### src/rtl/clksync_rx_pkg.sv
`timescale 1ns/1ps
package clksync_rx_pkg;

  typedef enum logic [1:0] {
    REG_CTRL = 2'd0,
    REG_STAT = 2'd1,
    REG_DATA = 2'd2
  } reg_addr_e;

  typedef struct packed {
    logic int_clk;
    logic irq_en;
    logic rx_en;
  } ctrl_t;

  localparam int unsigned CTRL_W   = 3;
  localparam int unsigned STAT_RDY = 0;
  localparam int unsigned STAT_OVR = 1;

  // Counter width that can hold 0 .. n-1
  function automatic int unsigned cnt_width(input int unsigned n);
    return (n > 1) ? $clog2(n) : 1;
  endfunction

  // Overrun flag after a status write: a 0 clears, a 1 keeps
  function automatic logic ovr_after_write(input logic cur, input logic wbit);
    return cur & wbit;
  endfunction

endpackage

### src/rtl/clksync_rx_clkgen.sv
`timescale 1ns/1ps
module clksync_rx_clkgen
  import clksync_rx_pkg::*;
#(
  parameter int unsigned CLK_DIV = 4,
  parameter int unsigned SYNC_W  = 2
) (
  input  logic clk,
  input  logic rst_n,
  input  logic int_clk,
  input  logic active,
  input  logic sclk_in,
  input  logic sdata_in,
  output logic sclk_out,
  output logic sample,
  output logic sample_bit
);
  localparam int unsigned DIV_W = cnt_width(CLK_DIV);
  localparam logic [DIV_W-1:0] DIV_LAST = DIV_W'(CLK_DIV - 1);

  // External path: clock and data pass matched synchroniser stages
  logic [SYNC_W:0]   clk_pipe;
  logic [SYNC_W-1:0] dat_pipe;
  logic ext_rise, ext_bit;

  always_ff @(posedge clk or negedge rst_n) begin
    if (!rst_n) begin
      clk_pipe <= '1;
      dat_pipe <= '0;
    end else begin
      clk_pipe <= {clk_pipe[SYNC_W-1:0], sclk_in};
      dat_pipe <= {dat_pipe[SYNC_W-2:0], sdata_in};
    end
  end

  assign ext_rise = clk_pipe[SYNC_W-1] & ~clk_pipe[SYNC_W];
  assign ext_bit  = dat_pipe[SYNC_W-1];

  // Internal path: divider toggles the master clock
  logic             running;
  logic [DIV_W-1:0] div_cnt;
  logic             sclk_q;
  logic             div_wrap;
  logic             int_rise;

  assign running  = int_clk & active;
  assign div_wrap = (div_cnt == DIV_LAST);

  always_ff @(posedge clk or negedge rst_n) begin
    if (!rst_n) begin
      div_cnt <= '0;
      sclk_q  <= 1'b1;
    end else if (!running) begin
      div_cnt <= '0;
      sclk_q  <= 1'b1;
    end else if (div_wrap) begin
      div_cnt <= '0;
      sclk_q  <= ~sclk_q;
    end else begin
      div_cnt <= div_cnt + 1'b1;
    end
  end

  assign int_rise   = running & div_wrap & ~sclk_q;
  assign sclk_out   = sclk_q;
  assign sample     = int_clk ? int_rise : (active & ext_rise);
  assign sample_bit = int_clk ? sdata_in : ext_bit;

  // the generated clock is parked high one cycle after it stops running
  a_r7_idle_high: assert property (@(posedge clk) disable iff (!rst_n)
    !running |=> sclk_out);

  // while running, the clock level only changes at a divider wrap
  a_r7_steady_phase: assert property (@(posedge clk) disable iff (!rst_n)
    (running && !div_wrap) |=> $stable(sclk_out));

endmodule

### src/rtl/clksync_rx_shifter.sv
`timescale 1ns/1ps
module clksync_rx_shifter
  import clksync_rx_pkg::*;
#(
  parameter int unsigned DATA_W = 8
) (
  input  logic              clk,
  input  logic              rst_n,
  input  logic              active,
  input  logic              sample,
  input  logic              sample_bit,
  output logic              frame_done,
  output logic [DATA_W-1:0] frame_data
);
  localparam int unsigned CNT_W = cnt_width(DATA_W);
  localparam logic [CNT_W-1:0] BIT_LAST = CNT_W'(DATA_W - 1);

  logic [DATA_W-1:0] shreg;
  logic [CNT_W-1:0]  bit_cnt;
  logic              take;

  assign take = active & sample;

  // Least significant bit first: each new bit enters at the top
  function automatic logic [DATA_W-1:0] shift_in(input logic [DATA_W-1:0] cur,
                                                 input logic b);
    return {b, cur[DATA_W-1:1]};
  endfunction

  always_ff @(posedge clk or negedge rst_n) begin
    if (!rst_n) begin
      shreg   <= '0;
      bit_cnt <= '0;
    end else if (!active) begin
      shreg   <= '0;
      bit_cnt <= '0;
    end else if (take) begin
      shreg   <= shift_in(shreg, sample_bit);
      bit_cnt <= (bit_cnt == BIT_LAST) ? '0 : bit_cnt + 1'b1;
    end
  end

  assign frame_done = take & (bit_cnt == BIT_LAST);
  assign frame_data = shift_in(shreg, sample_bit);

  // a completed frame restarts the bit count
  a_r1_restart: assert property (@(posedge clk) disable iff (!rst_n)
    frame_done |=> (bit_cnt == '0));

  // a disabled receiver holds no partial frame
  a_r10_flush: assert property (@(posedge clk) disable iff (!rst_n)
    !active |=> (bit_cnt == '0 && shreg == '0));

endmodule

### src/rtl/clksync_rx_regs.sv
`timescale 1ns/1ps
module clksync_rx_regs
  import clksync_rx_pkg::*;
#(
  parameter int unsigned DATA_W = 8
) (
  input  logic              clk,
  input  logic              rst_n,
  input  logic              bus_sel,
  input  logic              bus_we,
  input  logic [1:0]        bus_addr,
  input  logic [DATA_W-1:0] bus_wdata,
  output logic [DATA_W-1:0] bus_rdata,
  input  logic              frame_done,
  input  logic [DATA_W-1:0] frame_data,
  output logic              int_clk,
  output logic              active,
  output logic              irq_rx,
  output logic              irq_err
);
  ctrl_t             ctrl_q;
  logic              rdy_q, ovr_q, halt_q;
  logic [DATA_W-1:0] data_q;
  logic              wr_ctrl, wr_stat, rd_data;
  logic              load_ev, ovr_ev;

  assign wr_ctrl = bus_sel &  bus_we & (bus_addr == REG_CTRL);
  assign wr_stat = bus_sel &  bus_we & (bus_addr == REG_STAT);
  assign rd_data = bus_sel & ~bus_we & (bus_addr == REG_DATA);
  assign load_ev = frame_done & ~rdy_q;
  assign ovr_ev  = frame_done &  rdy_q;

  always_ff @(posedge clk or negedge rst_n) begin
    if (!rst_n) begin
      ctrl_q <= '0;
      rdy_q  <= 1'b0;
      ovr_q  <= 1'b0;
      halt_q <= 1'b0;
      data_q <= '0;
    end else begin
      if (wr_ctrl) ctrl_q <= ctrl_t'(bus_wdata[CTRL_W-1:0]);

      if (load_ev) begin
        data_q <= frame_data;
        rdy_q  <= 1'b1;
      end else if (rd_data) begin
        rdy_q  <= 1'b0;
      end

      if (ovr_ev)       ovr_q <= 1'b1;
      else if (wr_stat) ovr_q <= ovr_after_write(ovr_q, bus_wdata[STAT_OVR]);

      if (ovr_ev)                halt_q <= 1'b1;
      else if (!ovr_q && !rdy_q) halt_q <= 1'b0;
    end
  end

  always_comb begin
    bus_rdata = '0;
    case (bus_addr)
      REG_CTRL: bus_rdata = {{(DATA_W-CTRL_W){1'b0}}, ctrl_q};
      REG_STAT: begin
        bus_rdata[STAT_RDY] = rdy_q;
        bus_rdata[STAT_OVR] = ovr_q;
      end
      REG_DATA: bus_rdata = data_q;
      default:  bus_rdata = '0;
    endcase
  end

  assign int_clk = ctrl_q.int_clk;
  assign active  = ctrl_q.rx_en & ~halt_q;
  assign irq_rx  = ctrl_q.irq_en & rdy_q & ~ovr_q;
  assign irq_err = ctrl_q.irq_en & ovr_q;

  wire unused_wdata = ^bus_wdata[DATA_W-1:CTRL_W];

  // a frame landing on an empty register is stored and flagged
  a_r2_load: assert property (@(posedge clk) disable iff (!rst_n)
    (frame_done && !rdy_q) |=> (rdy_q && data_q == $past(frame_data)));

  // a frame landing on a full register leaves the old word in place
  a_r4_hold: assert property (@(posedge clk) disable iff (!rst_n)
    (frame_done && rdy_q) |=> (ovr_q && rdy_q && data_q == $past(data_q)));

  // the two interrupt requests are never active together
  a_r5_irq_excl: assert property (@(posedge clk) disable iff (!rst_n)
    !(irq_rx && irq_err));

  // a frozen receiver completes no frame
  a_r6_frozen: assert property (@(posedge clk) disable iff (!rst_n)
    halt_q |-> !frame_done);

endmodule

### src/rtl/clksync_rx.sv
`timescale 1ns/1ps
module clksync_rx
  import clksync_rx_pkg::*;
#(
  parameter int unsigned DATA_W  = 8,
  parameter int unsigned CLK_DIV = 4,
  parameter int unsigned SYNC_W  = 2
) (
  input  logic              clk,
  input  logic              rst_n,
  input  logic              sclk_in,
  output logic              sclk_out,
  input  logic              sdata_in,
  input  logic              bus_sel,
  input  logic              bus_we,
  input  logic [1:0]        bus_addr,
  input  logic [DATA_W-1:0] bus_wdata,
  output logic [DATA_W-1:0] bus_rdata,
  output logic              irq_rx,
  output logic              irq_err
);
  logic              int_clk, active;
  logic              sample, sample_bit;
  logic              frame_done;
  logic [DATA_W-1:0] frame_data;

  clksync_rx_clkgen #(.CLK_DIV(CLK_DIV), .SYNC_W(SYNC_W)) u_clkgen (
    .clk        (clk),
    .rst_n      (rst_n),
    .int_clk    (int_clk),
    .active     (active),
    .sclk_in    (sclk_in),
    .sdata_in   (sdata_in),
    .sclk_out   (sclk_out),
    .sample     (sample),
    .sample_bit (sample_bit)
  );

  clksync_rx_shifter #(.DATA_W(DATA_W)) u_shifter (
    .clk        (clk),
    .rst_n      (rst_n),
    .active     (active),
    .sample     (sample),
    .sample_bit (sample_bit),
    .frame_done (frame_done),
    .frame_data (frame_data)
  );

  clksync_rx_regs #(.DATA_W(DATA_W)) u_regs (
    .clk        (clk),
    .rst_n      (rst_n),
    .bus_sel    (bus_sel),
    .bus_we     (bus_we),
    .bus_addr   (bus_addr),
    .bus_wdata  (bus_wdata),
    .bus_rdata  (bus_rdata),
    .frame_done (frame_done),
    .frame_data (frame_data),
    .int_clk    (int_clk),
    .active     (active),
    .irq_rx     (irq_rx),
    .irq_err    (irq_err)
  );

  // while the receiver is off in internal mode, the serial clock stays high
  a_r7_off_high: assert property (@(posedge clk) disable iff (!rst_n)
    (int_clk && !active && $past(!active)) |-> sclk_out);

endmodule

### config.mk
export PLATFORM = sky130hd
export DESIGN_NAME = clksync_rx
export DESIGN_NICKNAME = d
export VERILOG_FILES = /design/src/rtl/clksync_rx_pkg.sv /design/src/rtl/clksync_rx_clkgen.sv /design/src/rtl/clksync_rx_shifter.sv /design/src/rtl/clksync_rx_regs.sv /design/src/rtl/clksync_rx.sv
export SDC_FILE = /design/constraint.sdc
export NUM_CORES = 1
export LEC_CHECK = 0
export ABC_AREA = 1
export BUFFER_PORTS_ARGS = -buffer_cell sky130_fd_sc_hd__buf_2
export CORE_ASPECT_RATIO = 0.8
export CORE_MARGIN = 1
export CORE_UTILIZATION = 54
export CTS_CLUSTER_DIAMETER = 80
export DETAILED_ROUTE_END_ITERATION = 8
export HOLD_SLACK_MARGIN = 0.15
export PLACE_DENSITY = 0.74
export SLEW_MARGIN = 30
export SYNTH_ARGS = -nofsm -noshare
export SYNTH_HDL_FRONTEND = slang
export SYNTH_HIERARCHICAL = 1
export SYNTH_SLANG_ARGS = --single-unit
### constraint.sdc
create_clock -name clk -period 2.8 [get_ports clk]
set_clock_uncertainty 0.15 [all_clocks]
set_input_delay 0.42 -clock clk [delete_from_list [all_inputs] [get_ports clk]]
set_output_delay 0.42 -clock clk [all_outputs]
set_load 0.02 [all_outputs]
; ---- Word level (Yosys, flattened, before mapping)
; Index checks and enable logic that the tools add are counted.
; Widths: inputs -> output; s select.
[totals]
output_inout_bits = 11
latchBits = 0
ram_bits = 0
wordCells = 72
mem_bits_ro = 0
input_bits = 16
register_bits = 33
mem_count = 0
[classes]
n_reduce_logical = 7
n_bitwise = 25
add_sub_neg = 2
eq_ne = 6
n_mul = 0
shifts = 0
muxes = 19
n_div = 0
order_cmp = 0
[op_table]
columns = op, n
row1 = $and 1x1->1, 19
row2 = $mux 8, 2
row3 = $pmux 6 s2, 1
row4 = $mux 1, 10
row5 = $mux 3, 3
row6 = $not 1->1, 6
row7 = $pmux 2 s3, 1
row8 = $reduce_bool 2->1, 3
row9 = $eq 2x2->1 const B, 2
row10 = $mux 2, 2
row11 = $add 3x1->3 const B, 1
row12 = $eq 3x3->1 const B, 1
row13 = $add 2x1->2 const B, 1
row14 = $eq 2x1->1 const B, 1
row15 = $logic_not 1->1, 2
row16 = $logic_not 2->1, 1
row17 = $ne 2x1->1 const B, 1
row18 = $ne 2x2->1 const B, 1
row19 = $logic_and 1x1->1, 1

; ---- Longest topological paths before layout
; Gate-level depths: netlist (run 1).
[logic_depth]
word_depth = 10
mapped_depth = 13
mapped_depth_nobuf = 11

; ---- By module
; The synthesis (run 1) kept the hierarchy.
[modules_own_cells]
columns = mod, cells_each, seq_area_each_um2, n_inst, area_per_inst_um2
row1 = clksync_rx_regs, 90, 350.3, 1, 684.4
row2 = clksync_rx_shifter, 52, 250.2, 1, 479.2
row3 = clksync_rx_clkgen, 30, 205.2, 1, 315.3

; ---- Worst setup path after synthesis (run 1)
; Ideal clock, no wire load.
[synth_timing]
path_kind = register to register
start = register u_regs/ctrl_q[0] in the netlist's numbering
end = register u_regs.data_q[6]
slack_ps = 804
required_time_ps = 2532
setup_time_ps = 118
path_buffers = 2
period_less_slack_ps = 1996
arrival_ps = 1728
stages_incl_launch_ff = 14
cell_sequence = dfrtp_1 inv_1 nor2_1 nand2_2 inv_2 nand2_1 nand2_1 buf_6 nand2_4 nor2_1 nand2_4 buf_6 nor2_2 a21oi_2
[synth_between]
elab_chain_len = 8
word_cells_on_any_way = 9
cone_classes = mux (1) / bitwise (8)
[synth_rtl]
columns = element, line
row1 = start: declaration, clksync_rx_regs.sv:21  ; ctrl_t ctrl_q;
row2 = start signal: assignment, clksync_rx_regs.sv:41  ; if (wr_ctrl) ctrl_q <= ctrl_t'(bus_wdata[CTRL_W-1:0]);
row3 = $and 1x1->1 *, clksync_rx_regs.sv:72  ; assign active = ctrl_q.rx_en & ~halt_q;
row4 = named net active, clksync_rx.sv:22  ; logic int_clk, active;
row5 = $and 1x1->1, clksync_rx_clkgen.sv:46  ; assign running = int_clk & active;
row6 = $and 1x1->1 (2 in series), clksync_rx_clkgen.sv:64  ; assign int_rise = running & div_wrap & ~sclk_q;
row7 = $mux 1 *, clksync_rx_clkgen.sv:66  ; assign sample = int_clk ? int_rise : (active & ext_rise);
row8 = named net sample, clksync_rx.sv:23  ; logic sample, sample_bit;
row9 = $and 1x1->1 *, clksync_rx_shifter.sv:22  ; assign take = active & sample;
row10 = $and 1x1->1 *, clksync_rx_shifter.sv:43  ; assign frame_done = take & (bit_cnt == BIT_LAST);
row11 = named net frame_done, clksync_rx.sv:24  ; logic frame_done;
row12 = $and 1x1->1 *, clksync_rx_regs.sv:30  ; assign load_ev = frame_done & ~rdy_q;
row13 = end signal: assignment, clksync_rx_regs.sv:44  ; data_q <= frame_data;
row14 = end: declaration, clksync_rx_regs.sv:23  ; logic [DATA_W-1:0] data_q;
; The timed path passes the listed nets; every way through them passes the cells marked *.
; A chain may end at the register's enable or synchronous reset.

; ---- Worst setup path in the final report (run 1)
[layout_timing]
start = register u_regs/ctrl_q[0] in the netlist's numbering
end = register u_regs.data_q[3]
; The elaborated chain is that of the path after synthesis.

==> metrics.yaml, run 1 <==
placement:
  place_congestion: 0.8244
  io_buffer_count: 21
  hpwl_mm: 1.757
  place_area_um2: 1588
  dp.cells: 225
routing:
  drt_wl_total_mm: 2.551
  drt_first_pass_iters: 4
  vias: 1137
  drt_iter0_drc: 109
  wl_per_cell_um: 10.76
  drcViolationCount: 0
  vias_per_cell: 4.797
  ant_nets: 0
critical_path:
  rrSetupSlack_ps: 500
  crit_path_end_kind: "flip-flop"
  critical_path.max_fanout: 14
  rr_startpoint: "u_regs/ctrl_q[0]"
  critPathLaunch: "u_regs/ctrl_q[0]"
  critPathLaunchType: "flip-flop"
  reg2reg_depth: 11
  cp_data_arrival_time_ps: 2370
  crit_end: "u_regs/data_q[3]"
  criticalPathCategory: "flip-flop to flip-flop"
  cp.required_ps: 2870
  reg2reg_to: "u_regs/data_q[3]"
sta:
  hold_slack_ps: 195.9
  fmax_mhz: 434.2
  finalMaxSlewViolations: 0
  finalSetupViolCount: 0
  min_period_over_period_pct: 82.24
  tightestPinTransition_ps: 695.9
  rsz0062_at_grt: "no"
  timing.final.hold_violations: 0
  fin_crit_ps: 2303
  tns_ps: 0
  slew_headroom_pct: 53.61
power:
  p_switching_uw: 243.9
  p_leak_nw: 0.9843
  power.density_nw_per_um2: 520.5
  p_comb_share_pct: 12.1
  ir_worst_vdd_mv: 0.3586
  finalPower_uw: 879.2
  sequentialPowerShare_pct: 56.9
  p_clk_share_pct: 30.9
  sw_frac_of_total_pct: 27.74
  p_int_uw: 635.4
grt:
  grt_pass1_vias: 1095
  grt_overflow: 0
  antenna_found_initial: 0
  grtUsageTotal_pct: 20.91
  grt_pass1_wl_mm: 4.512
  grt_max_degree: 33
synthesis:
  postSynthCellCount: 172
  netlist.area_leader.share_pct: 47.38
  synth_most_common_cell: "nand2_1"
  yosys-top-cells-count: "nand2_1, dfrtp_1, nand3_1"
  yosysWarnings: 6
  synth_top_family_by_area: "simple AND/OR/NAND/NOR gates"
  ys_ff_latch: 32
  synthAdderAreaFrac_pct: 2.538
  synthDistinctLibCells: 18
  synth.avg_cell_area_um2: 8.598
  synth_compound_area_share_pct: 3.299
  synth_mux_area_share_pct: 0
  synth-edff-count: 0
  synth-simple-area-share_pct: 30.54
  async_flop_share_pct: 100.0
  syn-num-nets: 191
  yosysSeqAreaShare_pct: 54.48
  synth_area_um2: 1479
  synthFlopType: "dfrtp_1"
  synth_top_cell_by_area: "dfrtp_1"
  synth-xor-area-share_pct: 0
  ys_top_cells_by_area: "dfrtp_1, nand2_1, nand3_1"
clocking:
  root_buffer: "clkbuf_4"
  clock_latency_ps: 330
  cts_buffers: 5
  clockBufferDepth: 2
  cts_sinks: 32
  htree_levels: 2
  path_clk_slew_ps: 100
  post_cts_resized: 0
  cts_tree: "yes"
worst_hold_path:
  holdPathStages: 3
  min_path_type: "input port to flip-flop"
finish:
  area.sequential_um2: 805.8
  num_antenna_cells: 0
  drive_gt1_share_pct: 22.89
  fin_cells: 237
  fin_area_um2: 1689
  fillers: 226
  multi_input_area_um2: 538.0
  area_growth_pct: 14.21
  nNetsFinal: 219
job:
  maxCapViolCount: 0
die:
  placementRows: 16
  start_util_pct: 58.63
  die_w_um: 60.51
  ios: 27
  die_area_um2: 2953
  die_h_um: 48.81
  design.core.area_um2: 2522
run_status:
  status: "finished, final reports clean"
## worst min-delay path by stage
stage,startpoint,end
3_5_place_dp,u_clkgen/dat_pipe[0],u_clkgen/dat_pipe[1]
4_1_cts,bus_wdata[0],u_regs/ctrl_q[0]
6_report,bus_wdata[0],u_regs/ctrl_q[0]
2_1_floorplan,rst_n,u_clkgen/dat_pipe[0]
5_1_grt,bus_wdata[0],u_regs/ctrl_q[0]
3_3_place_gp,u_clkgen/dat_pipe[0],u_clkgen/dat_pipe[1]
## layout by cell type (no fill, tap or decap)
cell type       n
a21oi_2         1
inv_1          19
a21oi_1         4
clkinv_2        2
nand2_2         1
clkbuf_4        5
buf_4           1
ha_1            3
buf_2          21
clkbuf_8        1
nor2_4          2
dfstp_2         4
nor2_1         17
nor2_2          1
inv_2           4
dlygate4sd3_1   4
nand2_4         2
o21ai_0         4
nor3_2          1
nand3_1        28
nand2_1        48
dfrtp_1        28
## power groups by stage
| stage | registers, mW | logic (mW) | clock network (mW) |
|---|---|---|---|
| after floorplan | 0.504 | 0.0779 | 0 |
| after global placement | 0.509 | 0.0991 | 0 |
| after detailed placement | 0.509 | 0.104 | 0 |
| after CTS | 0.500 | 0.109 | 0.286 |
| after global routing | 0.505 | 0.123 | 0.304 |
| final | 0.501 | 0.107 | 0.272 |
## cells by family (layout without fill, tap and decap cells)
logic type | count (synthesis) | count (layout)
simple gates | 100 | 100
compound gates | 9 | 9
flops | 32 | 32
fa+ha+maj | 3 | 3
buf+inv | 28 | 57
## routing by layer
| metal | GRT usage (%) | vias up | share of wire (%) |
|---|---|---|---|
| met1 | 27.58 | 511 | 49 |
| met5 | 0 | - | 0 |
| met4 | 8.333 | 0 | 0.63 |
| li1 | - | 595 | - |
| met2 | 32.23 | 29 | 44 |
| met3 | 6.101 | 2 | 6.4 |
## critical path: stages (launching register included)
cell and delay, ps:
dfrtp_1 380, inv_1 50, nor2_1 230, nand2_2 130, inv_2 70, nand2_1 50, nand2_1 330, nand2_4 80
nor2_1 350, nand2_4 180, nor2_1 130, a21oi_1 50
## timing repair
item | 4_1_cts | 5_1_grt
endpoints found under the hold margin | 31 | 0
buffers inserted | 0 | 0
hold buffers | 4 | 0
## state kept, by name, summed over array words and instances (netlist names)
register and flops:
u_shifter/shreg 7, u_clkgen/clk_pipe 3, u_clkgen/sclk_out 1, u_regs/ovr_q 1, u_regs/int_clk 1, u_regs/rdy_q 1, u_shifter/bit_cnt 3, u_clkgen/dat_pipe 2
u_regs/ctrl_q 2, u_regs/halt_q 1, u_clkgen/div_cnt 2, u_regs/data_q 8
## cell type report
class                           count  area share [%]
Tap cell                           36           2.667
Timing Repair Buffer               26           9.037
Inverter                           23           5.111
Sequential cell                    32           47.70
Multi-Input combinational cell    112           31.85
Clock buffer                        6           3.037
Clock inverter                      2          0.5926
## through the flow
step                      worst slack, ps  utilization [%]
after floorplan                     804.4                -
after global placement              565.8            62.95
after detailed placement            522.1            62.95
after CTS                           489.7            66.96
after global routing                296.2            66.96
final                               497.2            66.96
(Power assumes the default switching activity.)
==> run 2, diff against run 1 <==
clock period = 2.4 ns   (was 2.8 ns; I/O delays follow)
==> metrics.yaml, run 2 (synthesized netlist as in run 1, its figures left out) <==
critical_path:
  critPathTopFamily: "simple AND/OR/NAND/NOR gates"
  critPathSlowestCell: "dfrtp_1"
  cp.required_ps: 2480  # -390 ps
  cp_slowest_stage_delay_ps: 380  # about the same
  path_common_cell: "nor2_1"
  crit_chain: "inv_1 -> nor2_1 -> nand2_2 -> inv_2 -> nand2_1 -> nand2_1 -> nand2_4 -> nor2_1 -> nand2_4 -> nor2_1 -> a21oi_1"
  critical_path.max_fanout: 14  # unchanged
  critPathBufInv: 2  # unchanged
  critPathLaunchType: "flip-flop"
  cp_data_arrival_time_ps: 2110  # -260 ps
  criticalPathCategory: "flip-flop to flip-flop"
  crit_path_end_kind: "flip-flop"
finish:
  num_antenna_cells: 0  # unchanged
  post-route-util_pct: 68.65  # +1.7 points
  reg_top3: "u_regs/data_q (8), u_shifter/shreg (7)"
  largest_register_ffs: 8  # unchanged
  final_common_cell: "nand2_1"
  nNetsFinal: 222  # +1.4%
  fillers: 223  # -1.3%
  area_growth_pct: 17.09
  final_cell_mix: "nand2_1, nand3_1, dfrtp_1"
  drive_gt1_share_pct: 22.55  # -0.34 points
  top_register: "u_regs/data_q"
clocking:
  cts_sinks: 32  # unchanged
  cts_setup_buffers: 0  # unchanged
  root_buffer: "clkbuf_4"
  cts_tree: "yes"
  path_clk_slew_ps: 100  # about the same
  clock_latency_ps: 330  # about the same
  cts_buffers: 5  # unchanged
  holdBufCountCts: 6  # +2
  post_cts_resized: 0  # unchanged
  htree_levels: 2  # unchanged
  clockBufferDepth: 2  # unchanged
placement:
  io_buffer_count: 21  # unchanged
  place_congestion: 0.8230  # -0.17%
  pre_cts_slack_ps: 388.1  # -134.0 ps
  hpwl_mm: 1.806  # +2.8%
power:
  ir_worst_vdd_mv: 0.4162  # +16%
  power.density_nw_per_um2: 636.1  # +22%
  p_leak_nw: 1.002  # +1.8%
sta:
  fmax_mhz: 491.1  # +13%
  tns_ps: 0  # unchanged
  slew_headroom_pct: 53.93  # +0.32 points
  fin_ws_ps: 363.7  # -133.5 ps
  finalSetupViolCount: 0  # unchanged
  fin_crit_ps: 2036  # -266.5 ps
  timing.final.hold_violations: 0  # unchanged
  tightestPinTransition_ps: 691.0  # -4.818 ps
  rsz0062_at_grt: "no"
  min_period_over_period_pct: 84.85  # +2.6 points
  finalMaxSlewViolations: 0  # unchanged
routing:
  drcViolationCount: 0  # unchanged
  drt_first_pass_iters: 4  # unchanged
  drt_iter0_drc: 60  # -45%
  wl_per_cell_um: 10.72  # -0.40%
  vias_per_cell: 4.900  # +2.1%
  vias: 1176  # +3.4%
  drt_wl_total_mm: 2.573  # +0.86%
  ant_nets: 0  # unchanged
die:
  start_util_pct: 58.63  # unchanged
  die_w_um: 60.51  # unchanged
  design.core.area_um2: 2522  # unchanged
  placementRows: 16  # unchanged
  die_h_um: 48.81  # unchanged
  ios: 27  # unchanged
  die_area_um2: 2953  # unchanged
grt:
  grt_overflow: 0  # unchanged
  grtUsageTotal_pct: 21.62  # +0.70 points
  grt_max_degree: 33  # unchanged
  grt_pass1_vias: 1077  # -1.6%
  grt_pass1_wl_mm: 4.602  # +2.0%
  antenna_found_initial: 0  # unchanged
run_status:
  status: "finished, final reports clean"
job:
  maxCapViolCount: 0  # unchanged
worst_hold_path:
  min_path_type: "input port to flip-flop"
-- run 2: cell count changes in the layout (fill, tap and decap cells not counted), sizes merged --
cell | before | now
buf | 22 | 23
bufinv | 0 | 1
clkinv | 2 | 1
dlygate4sd3 | 4 | 6
-- run 2: final timing paths --
| path | start | endpoint | slack, ps | depth (start not counted) |
|---|---|---|---|---|
| max | u_regs/ctrl_q[0] | u_regs/data_q[5] | 360 | 11 |
| min | bus_sel | u_regs/rdy_q | 180 | 4 |
| max reg2reg | u_regs/ctrl_q[0] | u_regs/data_q[5] | 360 | 11 |
| min reg2reg | u_clkgen/dat_pipe[0] | u_clkgen/dat_pipe[1] | 210 | 0 |
| max in group asynchronous | rst_n | u_shifter/shreg[2] | 1190 | 2 |
| min in group asynchronous | rst_n | u_regs/ctrl_q[1] | 450 | 2 |
-- run 2: final cells by class --
type	instances	area [um2]	share of cell area (%)
Inverter	23	86.33	4.986
Timing Repair Buffer	29	180.2	10.40
Sequential cell	32	805.8	46.53
Clock inverter	2	35.03	2.023
Tap cell	36	45.04	2.601
Multi-Input combinational cell	112	538.0	31.07
Clock buffer	6	41.29	2.384
-- run 2: through the flow --
| stage | hold WS (ps) | power [mW] | instances | instance area [um2] |
|---|---|---|---|---|
| 6_report | 179.3 | 1.101 | 240 | 1732 |
| 5_1_grt | 177.7 | 1.162 | 240 | 1732 |
| 4_1_cts | 162.1 | 1.120 | 240 | 1732 |
| 3_5_place_dp | 199.6 | 0.7149 | 226 | 1595 |
| 3_3_place_gp | 184.7 | 0.7111 | 226 | 1595 |
| 2_1_floorplan | -85.59 | 0.6790 | 172 | 1479 |
-- run 2: power by group --
group,internal (mW),switching (mW)
Sequential,0.562,0.0220
Combinational,0.0433,0.0838
Clock,0.218,0.172
-- run 2: layer usage --
layer  routed length, um  GRT usage [%]
met3                 151          8.223
met1                1189          27.73
met2                1182          33.33
met4                  50          7.576
met5                   0              0
-- run 2: worst min-delay path: stages --
cell	delay (ps)
buf_2	110
nand2_1	50
o21ai_0	60
nand2_1	50
